## src/rtl/phy_csr_window.sv

```systemverilog
module phy_csr_window #(
  parameter int NPORTS = 4
) (
  input  logic              clk,
  input  logic              rst_n,
  input  logic              wr_en,
  input  logic [3:0]        addr,
  input  logic [7:0]        wdata,
  output logic [7:0]        rdata,
  input  logic [NPORTS-1:0] port_connected,
  input  logic [NPORTS-1:0] port_bias,
  input  logic [NPORTS-1:0] port_disabled,
  input  logic [NPORTS-1:0] port_fault,
  input  logic [NPORTS-1:0] port_resume,
  input  logic              loop_evt,
  input  logic              arb_timeout_evt,
  input  logic              cable_pwr,
  output logic              short_reset_req,
  output logic              accel_en,
  output logic              multi_en
);
  logic              accel_q, multi_q, wdog_q, req_q;
  logic              loop_q, pwrf_q, arbto_q, pevt_q;
  logic [2:0]        page_q;
  logic [3:0]        port_q;
  logic [NPORTS-1:0] int_en_q;
  logic [NPORTS-1:0] conn_d, bias_d, dis_d, fault_d, res_d;
  logic              pwr_d;

  logic wr_ctl, wr_sts, wr_sel, wr_ie, port_ok, chg_any, res_any;
  logic pwr_fall, pevt_set;
  logic [4:0] sel_stat;
  logic       sel_ie;

  assign wr_ctl   = wr_en && addr == 4'd0;
  assign wr_sts   = wr_en && addr == 4'd1;
  assign wr_sel   = wr_en && addr == 4'd2;
  assign port_ok  = 32'(port_q) < NPORTS;
  assign wr_ie    = wr_en && addr == 4'd9 && page_q == 3'd0 && port_ok;
  assign chg_any  = |(((port_connected ^ conn_d) | (port_bias ^ bias_d) |
                       (port_disabled ^ dis_d) | (port_fault ^ fault_d)) & int_en_q);
  assign res_any  = |(port_resume & ~res_d);
  assign pevt_set = chg_any || (wdog_q && res_any);
  assign pwr_fall = pwr_d && !cable_pwr;

  assign short_reset_req = req_q;
  assign accel_en        = accel_q;
  assign multi_en        = multi_q;

  always_ff @(posedge clk) begin
    if (!rst_n) begin
      accel_q <= 1'b1;
      multi_q <= 1'b0;
      wdog_q  <= 1'b0;
      req_q   <= 1'b0;
      loop_q  <= 1'b0;
      pwrf_q  <= 1'b0;
      arbto_q <= 1'b0;
      pevt_q  <= 1'b0;
      page_q  <= '0;
      port_q  <= '0;
    end else begin
      req_q <= wr_ctl && wdata[0];
      if (wr_ctl) begin
        accel_q <= wdata[1];
        multi_q <= wdata[2];
        wdog_q  <= wdata[3];
      end
      if (wr_sel) begin
        page_q <= wdata[2:0];
        port_q <= wdata[7:4];
      end
      loop_q  <= (loop_q  & ~(wr_sts & wdata[0])) | loop_evt;
      pwrf_q  <= (pwrf_q  & ~(wr_sts & wdata[1])) | pwr_fall;
      arbto_q <= (arbto_q & ~(wr_sts & wdata[2])) | arb_timeout_evt;
      pevt_q  <= (pevt_q  & ~(wr_sts & wdata[3])) | pevt_set;
    end
  end

  always_ff @(posedge clk) begin
    conn_d  <= port_connected;
    bias_d  <= port_bias;
    dis_d   <= port_disabled;
    fault_d <= port_fault;
    res_d   <= port_resume;
    pwr_d   <= cable_pwr;
  end

  always_ff @(posedge clk) begin
    if (!rst_n) int_en_q <= '0;
    else
      for (int i = 0; i < NPORTS; i++)
        if (wr_ie && port_q == 4'(i)) int_en_q[i] <= wdata[0];
  end

  always_comb begin
    sel_stat = '0;
    sel_ie   = 1'b0;
    for (int i = 0; i < NPORTS; i++)
      if (port_q == 4'(i)) begin
        sel_stat = {port_resume[i], port_fault[i], port_disabled[i],
                    port_bias[i], port_connected[i]};
        sel_ie   = int_en_q[i];
      end
  end

  always_comb begin
    rdata = '0;
    case (addr)
      4'd0: rdata = {4'b0, wdog_q, multi_q, accel_q, 1'b0};
      4'd1: rdata = {4'b0, pevt_q, arbto_q, pwrf_q, loop_q};
      4'd2: rdata = {port_q, 1'b0, page_q};
      4'd8: if (page_q == 3'd0) rdata = {3'b0, sel_stat};
      4'd9: if (page_q == 3'd0) rdata = {7'b0, sel_ie};
      default: rdata = '0;
    endcase
  end
endmodule


```

## config.mk

```make
export PLATFORM = sky130hd
export DESIGN_NAME = phy_csr_window
export DESIGN_NICKNAME = d
export VERILOG_FILES = /design/src/rtl/phy_csr_window.sv
export SDC_FILE = /design/constraint.sdc
export NUM_CORES = 1
export LEC_CHECK = 0
export BUFFER_PORTS_ARGS = -buffer_cell sky130_fd_sc_hd__clkbuf_2
export CORE_ASPECT_RATIO = 0.5
export CORE_MARGIN = 2
export CORE_UTILIZATION = 46
export CTS_CLUSTER_SIZE = 10
export DETAILED_ROUTE_END_ITERATION = 10
export MAX_ROUTING_LAYER = met4
export PLACE_DENSITY = 0.73
export SLEW_MARGIN = 20
export SYNTH_ARGS = -nofsm -noshare
export SYNTH_HDL_FRONTEND = slang
export SYNTH_SLANG_ARGS = --single-unit
```

## constraint.sdc

```tcl
create_clock -name clk -period 1.88 [get_ports clk]
set_input_delay 0.094 -clock clk [delete_from_list [all_inputs] [get_ports clk]]
set_output_delay 0.094 -clock clk [all_outputs]
set_load 0.01 [all_outputs]
```

==> flow_metrics.py, run 1 <==
metrics = {
    "synthesis": {
        "ys.flop_type": "dfxtp_1",
        "synth_cells": 193,
        "synth_seq_cells": 40,
        "syn_area_per_cell_um2": 9.37,
        "ys_types": 43,
        "ys_warn_count": 0,
        "ys_async_sr_fraction_pct": 0,
        "synth_edf_count": 0,
        "netlist_area_um2": 1810,
        "seq_area_frac_synth_pct": 44.3,
        "synth_nets": 231,
    },
    "power_and_ir_drop": {
        "power_density_nw_per_um2": 716,
        "power_mw": 1.82,
        "leakagePower_nw": 1.08,
        "ir_drop_v": 0.000377,
    },
    "timing": {
        "setup_viol": 1,
        "fin_crit_ps": 1930,
        "rsz0062_at_grt": "true",
        "fin_ws_ps": -50.6,
        "drv_slew": 0,
        "max_freq_ghz": 0.518,
        "timing_hold_violations_final": 0,
        "clock_skew_ps": 11.7,
        "tightest_slew_ps": 587,
        "period_share_pct": 103,
        "relSlewSlack_pct": 60.3,
    },
    "cts": {
        "root_buffer": "clkbuf_8",
        "postCtsSetupRepairBufs": 0,
        "clock_latency_ps": 300,
        "cts-htree-levels": 2,
        "cts_tree": "done",
        "cts_sinks": 40,
        "clk_path_buf_depth": 2,
        "clk_pin_slew_ps": 70,
        "cts_made_buffers": 5,
    },
    "floorplanning": {
        "start_util_pct": 47.0,
        "die_area_um2": 4480,
        "die_width_um": 92.7,
        "num_io_pins": 49,
        "core-area_um2": 3840,
        "fp.dieH_um": 48.3,
        "rows": 16,
    },
    "setup_path": {
        "crit_path_top_delay_cell": "or3b_4",
        "worstSetupPathType": "flop to output port",
        "endpoint_kind": "output port",
        "cp.arrival_ps": 1840,
        "cp_num_buf_inv": 2,
        "critPathLaunchType": "flop",
        "cpLargestDelayFamily": "simple AND/OR/NAND/NOR gates",
        "r2r-start": "port_q[3]",
        "r2r_end": "int_en_q[2]",
        "rr_worst_depth": 4,
        "critPathMaxStageDelay_ps": 400,
        "cp.required_ps": 1790,
        "reg2reg_setup_slack_ps": 90,
        "crit_chain": "buf_4 > or3b_4 > or3_1 > a31oi_2 > o31ai_2 > clkbuf_2",
        "crit_fanout": 4,
    },
    "min_path": {
        "holdCritStartpoint": "arb_timeout_evt",
        "min_to": "arbto_q",
        "whs_path_depth": 2,
        "hold_path.class": "input pin to flop",
    },
    "final_layout": {
        "drive_gt1_share_pct": 32.8,
        "n_antenna_cell": 0,
        "syn2layout_area_growth_pct": 40.2,
        "final_cell_mix": "47 x clkbuf_2, 39 x dfxtp_1, 21 x dlygate4sd3_1",
        "final_nets": 308,
        "fin_util_pct": 66.0,
        "final_common_cell": "clkbuf_2",
        "final_area_um2": 2530,
    },
    "run_status": {
        "violations": "negative setup slack",
        "outcome": "complete, but fails checks",
    },
    "run": {
        "cap_violations": 0,
    },
    "drt": {
        "ant_nets": 0,
        "wl_per_cell_um": 14.4,
        "num_vias": 1714,
        "drc": 0,
        "initialDrtViolationCount": 132,
        "wirelength_mm": 4.69,
        "drtPass1Iterations": 4,
        "via_per_inst": 5.27,
    },
    "grt": {
        "grt_pass1_wl_mm": 7.58,
        "grt_max_degree": 15,
        "grt_use_total_pct": 22.5,
        "antenna_found_initial": 0,
        "grt_overflow": 0,
        "grt_pass1_vias": 1639,
    },
    "placement": {
        "portBuffers": 48,
        "gp_congestion": 0.831,
        "dp_hpwl_mm": 3.30,
        "dpl_cell_area_um2": 2160,
    },
}
power by group:
part           internal (mW)  switching, mW  leakage [nW]
sequential             0.879         0.0142         0.332
clock                  0.394          0.301        0.0552
combinational          0.118          0.109         0.694
synth_stat cells, types with 2 or more instances:
master     count  share of area (%)
nand4b_1       2               0.97
clkbuf_1       6                1.2
nand2b_1       2               0.69
mux2i_1        7                3.9
buf_2          3               0.83
nor4b_1        2               0.97
mux2_2         4                2.5
or4_4          2                1.2
dfxtp_1       40                 44
o2bb2ai_1      2               0.97
o21a_1         4                1.7
a21boi_0       5                2.1
xor2_1        16                7.8
and3_1         2               0.69
or3b_2         3                1.5
inv_1          5                1.0
o22ai_1        5                1.7
o31ai_1        3                1.2
nand4_1        2               0.69
a21oi_1       15                4.2
nand2_1       18                3.7
nor2_1         7                1.5
and2_1         2               0.69
o21ai_0        5                1.4
nor2b_1        2               0.69
o41ai_1        4                1.9
nand3_1        8                2.2
nand3b_1       2               0.83
final cells by class:
cell class,instances,area [um2]
Inverter,5,18.8
Fill cell,339,1310
Sequential cell,40,802
Clock buffer,6,72.6
Timing Repair Buffer,80,537
Clock inverter,2,35.0
Tap cell,54,67.6
Multi-Input combinational cell,138,1000
worst max-delay path by stage:
| stage | startpoint | endpoint | slack, ps | cells after the start |
|---|---|---|---|---|
| after floorplan | port_q[2] | int_en_q[2] | 100 | 4 |
| after detailed placement | port_q[3] | int_en_q[0] | 10 | 4 |
| after global placement | port_q[3] | int_en_q[2] | 70 | 4 |
| after global routing | port_q[3] | rdata[0] | -110 | 5 |
| final | port_q[2] | rdata[0] | -50 | 6 |
| after CTS | port_q[2] | rdata[0] | -50 | 6 |
what timing repair did:
item / 4_1_cts / 5_1_grt
gates resized for setup: 8 / 13
cloned: 0 / 0
hold endpoints to repair: 21 / 0
pin swaps: 1 / 3
setup endpoints to repair: 5 / 8
hold buffers: 21 / 0
metal layers:
layer	up-vias	GRT usage [%]	share of wire, %
li1	853	-	-
met1	813	30.4	49
met2	41	33.6	46
met3	7	5.14	4.6
met4	0	8.09	1.2
met5	-	-	0
kinds of logic after synthesis:
logic type | after synthesis | synth area share [%]
simple gates | 62 | 19.7
compound gates | 48 | 17.3
flops | 40 | 44.3
xor+xnor | 16 | 7.75
buf+inv | 15 | 3.32
mux | 12 | 7.61
per-stage QoR:
step	TNS [ps]	worst slack [ps]	hold slack, ps	std cells
floorplan	0	102	122	193
global placement	0	73.1	212	296
detailed placement	0	11.4	214	296
CTS	-52.7	-47.4	4.84	325
global route	-127	-109	1.93	325
finish	-50.6	-50.6	9.95	325
state kept, by name (all words and copies together) (netlist names):
| signal | cells |
|---|---|
| arbto_q | 1 |
| multi_en | 1 |
| fault_d | 4 |
| conn_d | 4 |
| res_d | 4 |
| pwrf_q | 1 |
| pevt_q | 1 |
| bias_d | 4 |
| page_q | 3 |
| accel_en | 1 |
| short_reset_req | 1 |
| dis_d | 4 |
| loop_q | 1 |
| int_en_q | 4 |
| wdog_q | 1 |
| pwr_d | 1 |
| port_q | 4 |
Note: power is estimated with default switching activity, not from simulation.
==> run 2: changes to the inputs <==
--- a/config.mk
+++ b/config.mk
@@ -12,7 +12,7 @@
 export CTS_CLUSTER_SIZE = 10
 export DETAILED_ROUTE_END_ITERATION = 10
 export MAX_ROUTING_LAYER = met4
-export PLACE_DENSITY = 0.73
+export PLACE_DENSITY = 0.8
 export SLEW_MARGIN = 20
 export SYNTH_ARGS = -nofsm -noshare
 export SYNTH_HDL_FRONTEND = slang
==> run 2 against run 1 <==
Effect of this change:
- the flow still finishes with violations (negative setup slack)
- wire length fell by 3.9%
- final area fell by 2.1%
- clock power fell by 22%
- critical endpoint unchanged
- largest cell class unchanged
==> flow_metrics.py, run 2 (synthesized netlist as in run 1, its figures left out) <==
metrics = {
    "placement": {
        "portBuffers": 48,
        "dp_hpwl_mm": 3.29,
        "gp_congestion": 0.861,
    },
    "timing": {
        "timing_hold_violations_final": 0,
        "drv_slew": 0,
        "hold_ws_ps": 18.1,
        "max_freq_ghz": 0.529,
        "period_share_pct": 101,
        "tightest_slew_ps": 554,
        "fin_crit_ps": 1890,
        "tns_ps": -10.6,
        "rsz0062_at_grt": "true",
        "fin_ws_ps": -10.6,
        "relSlewSlack_pct": 62.5,
        "clock_skew_ps": 8.47,
        "setup_viol": 1,
    },
    "final_layout": {
        "fillers": 327,
        "syn2layout_area_growth_pct": 37.3,
        "final_nets": 308,
        "final_cell_mix": "48 x clkbuf_2, 36 x dfxtp_1, 21 x dlygate4sd3_1",
        "n_antenna_cell": 0,
        "final_common_cell": "clkbuf_2",
        "drive_gt1_share_pct": 31.5,
    },
    "cts": {
        "cts-htree-levels": 2,
        "clock_latency_ps": 290,
        "root_buffer": "clkbuf_8",
        "clk_path_buf_depth": 2,
        "clk_pin_slew_ps": 70,
        "cts_sinks": 40,
        "cts_made_buffers": 5,
        "cts_tree": "done",
    },
    "power_and_ir_drop": {
        "ir_drop_v": 0.000390,
        "p_clk_share_pct": 32.8,
        "pwr-share-comb_pct": 13.3,
        "p_int_mw": 1.25,
        "p_seq_share_pct": 53.9,
        "sw_frac_of_total_pct": 24.9,
        "power_density_nw_per_um2": 668,
        "leakagePower_nw": 1.06,
        "p_sw_mw": 0.413,
    },
    "floorplanning": {
        "core-area_um2": 3840,
        "fp.dieH_um": 48.3,
        "die_area_um2": 4480,
        "die_width_um": 92.7,
        "start_util_pct": 47.0,
        "rows": 16,
        "num_io_pins": 49,
    },
    "setup_path": {
        "cp.required_ps": 1790,
        "endpoint_kind": "output port",
        "r2r_end": "int_en_q[0]",
        "crit_fanout": 4,
        "crit_start": "port_q[2]",
        "critPathLaunchType": "flop",
        "rr_worst_depth": 4,
        "r2r-start": "port_q[2]",
        "reg2reg_setup_slack_ps": 100,
        "critPathCapture": "rdata[0]",
        "worstSetupPathType": "flop to output port",
        "cp.arrival_ps": 1800,
    },
    "drt": {
        "drtPass1Iterations": 4,
        "initialDrtViolationCount": 115,
        "via_per_inst": 5.30,
        "num_vias": 1716,
        "ant_nets": 0,
        "wirelength_mm": 4.51,
        "drc": 0,
        "wl_per_cell_um": 13.9,
    },
    "grt": {
        "antenna_found_initial": 0,
        "grt_pass1_wl_mm": 7.46,
        "grt_overflow": 0,
        "grt_max_degree": 20,
        "grt_use_total_pct": 22.1,
        "grt_pass1_vias": 1647,
    },
    "min_path": {
        "hold_path.class": "input pin to flop",
        "whs_path_depth": 2,
        "holdCritStartpoint": "arb_timeout_evt",
    },
    "run_status": {
        "violations": "negative setup slack",
        "outcome": "complete, but fails checks",
    },
    "run": {
        "cap_violations": 0,
    },
}
## run 2: cell types whose count changed in the layout (fill, tap and decap cells not counted), sizes merged
cell	previous run	this run
buf	12	11
bufinv	1	0
clkinvlp	0	1
## run 2: per-stage QoR
step	setup slack (ps)	utilization [%]	area, um2	total power, mW	std cells
floorplan	102	-	1810	1.00	193
global placement	69.6	56.1	2160	1.09	296
detailed placement	21.9	56.1	2160	1.09	296
global route	-90.1	64.6	2480	1.73	324
finish	-10.6	64.6	2480	1.66	324
CTS	-6.19	64.3	2470	1.67	324
## run 2: critical path: stages (launching register included)
cell and delay [ps]:
dfxtp_2 330, buf_6 110, or3b_4 380, or3_1 310, a31oi_1 170, o31ai_2 70, clkbuf_2 140
## run 2: cell type report
type | count | area, um2 | share of cell area, %
clock inverters | 2 | 12.5 | 0.504
clock buffers | 5 | 68.8 | 2.77
multi-input cells | 138 | 972 | 39.2
well taps | 54 | 67.6 | 2.72
inverters | 5 | 18.8 | 0.756
flip-flops and latches | 40 | 806 | 32.5
repair buffers | 80 | 537 | 21.6
## run 2: worst min-delay path by stage
stage           endpoint  slack, ps
4_1_cts          arbto_q         20
3_3_place_gp    res_d[3]        210
6_report         arbto_q         20
2_1_floorplan  bias_d[0]        120
3_5_place_dp    res_d[1]        210
5_1_grt          arbto_q         20
## run 2: power by group through the flow
stage,Combinational (mW),Sequential [mW],Clock [mW]
5_1_grt,0.242,0.897,0.596
4_1_cts,0.218,0.894,0.554
2_1_floorplan,0.0938,0.910,0
6_report,0.221,0.894,0.545
3_5_place_dp,0.181,0.913,0
3_3_place_gp,0.177,0.912,0
## run 2: per-layer routing
metal / up-vias / track usage [%] / part of all wire (%)
met5: - / - / 0
met2: 65 / 32.7 / 46
met4: 0 / 6.62 / 0.91
met1: 794 / 30.2 / 47
li1: 852 / - / -
met3: 5 / 5.45 / 6.2
## run 2: what timing repair did
| item | CTS | global route |
|---|---|---|
| gates resized for setup | 7 | 9 |
| setup buffers | 0 | 0 |
| hold buffers | 21 | 0 |
| pin swaps | 1 | 4 |
| setup endpoints to repair | 4 | 8 |
| hold endpoints to repair | 21 | 0 |
==> run 3: changes to the inputs <==
--- a/config.mk
+++ b/config.mk
@@ -6,11 +6,13 @@
 export NUM_CORES = 1
 export LEC_CHECK = 0
 export BUFFER_PORTS_ARGS = -buffer_cell sky130_fd_sc_hd__clkbuf_2
+export CAP_MARGIN = 20
 export CORE_ASPECT_RATIO = 0.5
 export CORE_MARGIN = 2
 export CORE_UTILIZATION = 46
 export CTS_CLUSTER_SIZE = 10
 export DETAILED_ROUTE_END_ITERATION = 10
+export GPL_TIMING_DRIVEN = 0
 export MAX_ROUTING_LAYER = met4
 export PLACE_DENSITY = 0.8
 export SLEW_MARGIN = 20
==> run 3 against run 2 <==
Effect of this change:
- the run still ends with negative setup slack left
- wire length up 0.69%
- critical path depth down 2
- sequential cell count unchanged
- register-to-register slack worse by 220 ps
- clock power shrank 2%
- fmax shrank 5.4%
- largest cell class unchanged
- global-route usage is 0.88 points lower
- final area up 0.45%
- critical endpoint is now int_en_q[2]
==> flow_metrics.py, run 3 (synthesized netlist as in run 1, its figures left out) <==
metrics = {
    "run_status": {
        "outcome": "complete, but fails checks",
        "violations": "negative setup slack",
    },
    "timing": {
        "drv_slew": 0,
        "clock_skew_ps": 12.3,
        "period_share_pct": 106,
        "rsz0062_at_grt": "true",
        "timing_hold_violations_final": 0,
        "tightest_slew_ps": 631,
        "hold_ws_ps": 23.3,
        "fin_ws_ps": -119,
        "relSlewSlack_pct": 57.9,
        "fin_crit_ps": 2000,
        "setup_viol": 4,
        "max_freq_ghz": 0.500,
    },
    "floorplanning": {
        "die_area_um2": 4480,
        "start_util_pct": 47.0,
        "rows": 16,
        "die_width_um": 92.7,
        "num_io_pins": 49,
        "fp.dieH_um": 48.3,
        "core-area_um2": 3840,
    },
    "setup_path": {
        "crit_fanout": 5,
        "endpoint_kind": "flop",
        "crit_path_top_delay_cell": "or4_4",
        "worstSetupPathType": "flop to flop",
        "critPathLaunchType": "flop",
        "cp.arrival_ps": 2150,
        "cp.required_ps": 2040,
        "critPathMaxStageDelay_ps": 580,
        "cpLargestDelayFamily": "simple AND/OR/NAND/NOR gates",
        "cp_common_cell": "or4_4",
        "cp_num_buf_inv": 0,
        "crit_chain": "or4_4 > or4_4 > o31ai_2 > a21oi_1",
    },
    "placement": {
        "portBuffers": 48,
        "dp_hpwl_mm": 3.18,
        "gp_congestion": 0.828,
    },
    "drt": {
        "drc": 0,
        "initialDrtViolationCount": 110,
        "wl_per_cell_um": 14.0,
        "via_per_inst": 5.35,
        "num_vias": 1735,
        "ant_nets": 0,
        "wirelength_mm": 4.54,
        "drtPass1Iterations": 4,
    },
    "final_layout": {
        "drive_gt1_share_pct": 31.9,
        "final_nets": 308,
        "syn2layout_area_growth_pct": 37.9,
        "n_antenna_cell": 0,
        "final_common_cell": "clkbuf_2",
        "final_cell_mix": "47 x clkbuf_2, 36 x dfxtp_1, 21 x dlygate4sd3_1",
    },
    "cts": {
        "cts_made_buffers": 5,
        "cts_tree": "done",
        "clk_path_buf_depth": 2,
        "clock_latency_ps": 290,
        "root_buffer": "clkbuf_8",
        "cts-htree-levels": 2,
        "cts_sinks": 40,
        "clk_pin_slew_ps": 70,
    },
    "power_and_ir_drop": {
        "ir_drop_v": 0.000431,
        "power_density_nw_per_um2": 661,
        "leakagePower_nw": 1.04,
        "power_mw": 1.65,
    },
    "grt": {
        "grt_overflow": 0,
        "grt_pass1_vias": 1644,
        "antenna_found_initial": 0,
        "grt_max_degree": 13,
        "grt_pass1_wl_mm": 7.33,
        "grt_use_total_pct": 21.2,
    },
    "min_path": {
        "hold_path.class": "input pin to flop",
    },
    "run": {
        "cap_violations": 0,
    },
}
-- run 3: changes by cell type in the layout (fill, tap and decap cells not counted), moves of 2 or more --
| cell | change |
|---|---|
| buf_2 | +4 |
| a21oi_1 | -2 |
| clkbuf_1 | +5 |
| buf_4 | -8 |
| a21oi_2 | +2 |
-- run 3: worst register-to-register path, delay by kind of cell, from the launching register on --
kind	cells	cell delay, ps
simple gates	2	1150
flops	1	350
compound gates	2	380
-- run 3: worst paths after layout --
path	cells past startpoint	startpoint	slack (ps)	endpoint
setup / recovery	4	port_q[3]	-120	int_en_q[2]
setup reg to reg	4	port_q[3]	-120	int_en_q[2]
hold / removal	2	loop_evt	20	loop_q
hold reg to reg	2	page_q[2]	480	page_q[2]
-- run 3: what timing repair did --
action	CTS	global route
cloned	0	0
hold buffers	21	0
setup endpoints to repair	8	8
gates resized for setup	14	11
pin swaps	2	1
buffers inserted	0	2
endpoints found under the hold margin	21	0
-- run 3: area by class of cell --
cell class	instances	area, um2
clock buffer	5	68.8
clock inverter	2	12.5
inverter	5	18.8
multi-input combinational	138	1010
tap	54	67.6
fill	314	1350
sequential	40	808
timing repair buffer	71	465
buffer	9	37.5
-- run 3: metrics by stage --
step | instances | setup WS (ps) | TNS, ps | util [%] | cell area, um2
6_report | 324 | -119 | -224 | 64.9 | 2490
5_1_grt | 324 | -161 | -592 | 64.9 | 2490
4_1_cts | 322 | -60.3 | -89.2 | 63.5 | 2440
3_5_place_dp | 295 | -23.5 | -62.4 | 55.0 | 2120
3_3_place_gp | 295 | 17.8 | 0 | 55.0 | 2120
2_1_floorplan | 193 | 102 | 0 | - | 1810
-- run 3: layer usage --
| layer | track usage (%) | vias up | share of wire [%] |
|---|---|---|---|
| li1 | - | 850 | - |
| met1 | 27.6 | 814 | 46 |
| met2 | 34.1 | 62 | 45 |
| met3 | 4.67 | 9 | 6.9 |
| met4 | 5.15 | 0 | 1.6 |
| met5 | - | - | 0 |
-- run 3: report_power, final --
| part | internal, mW | switching, mW | leakage (nW) |
|---|---|---|---|
| Combinational | 0.115 | 0.108 | 0.670 |
| Clock | 0.251 | 0.282 | 0.0400 |
| Sequential | 0.878 | 0.0148 | 0.334 |
| Total | 1.24 | 0.405 | 1.04 |
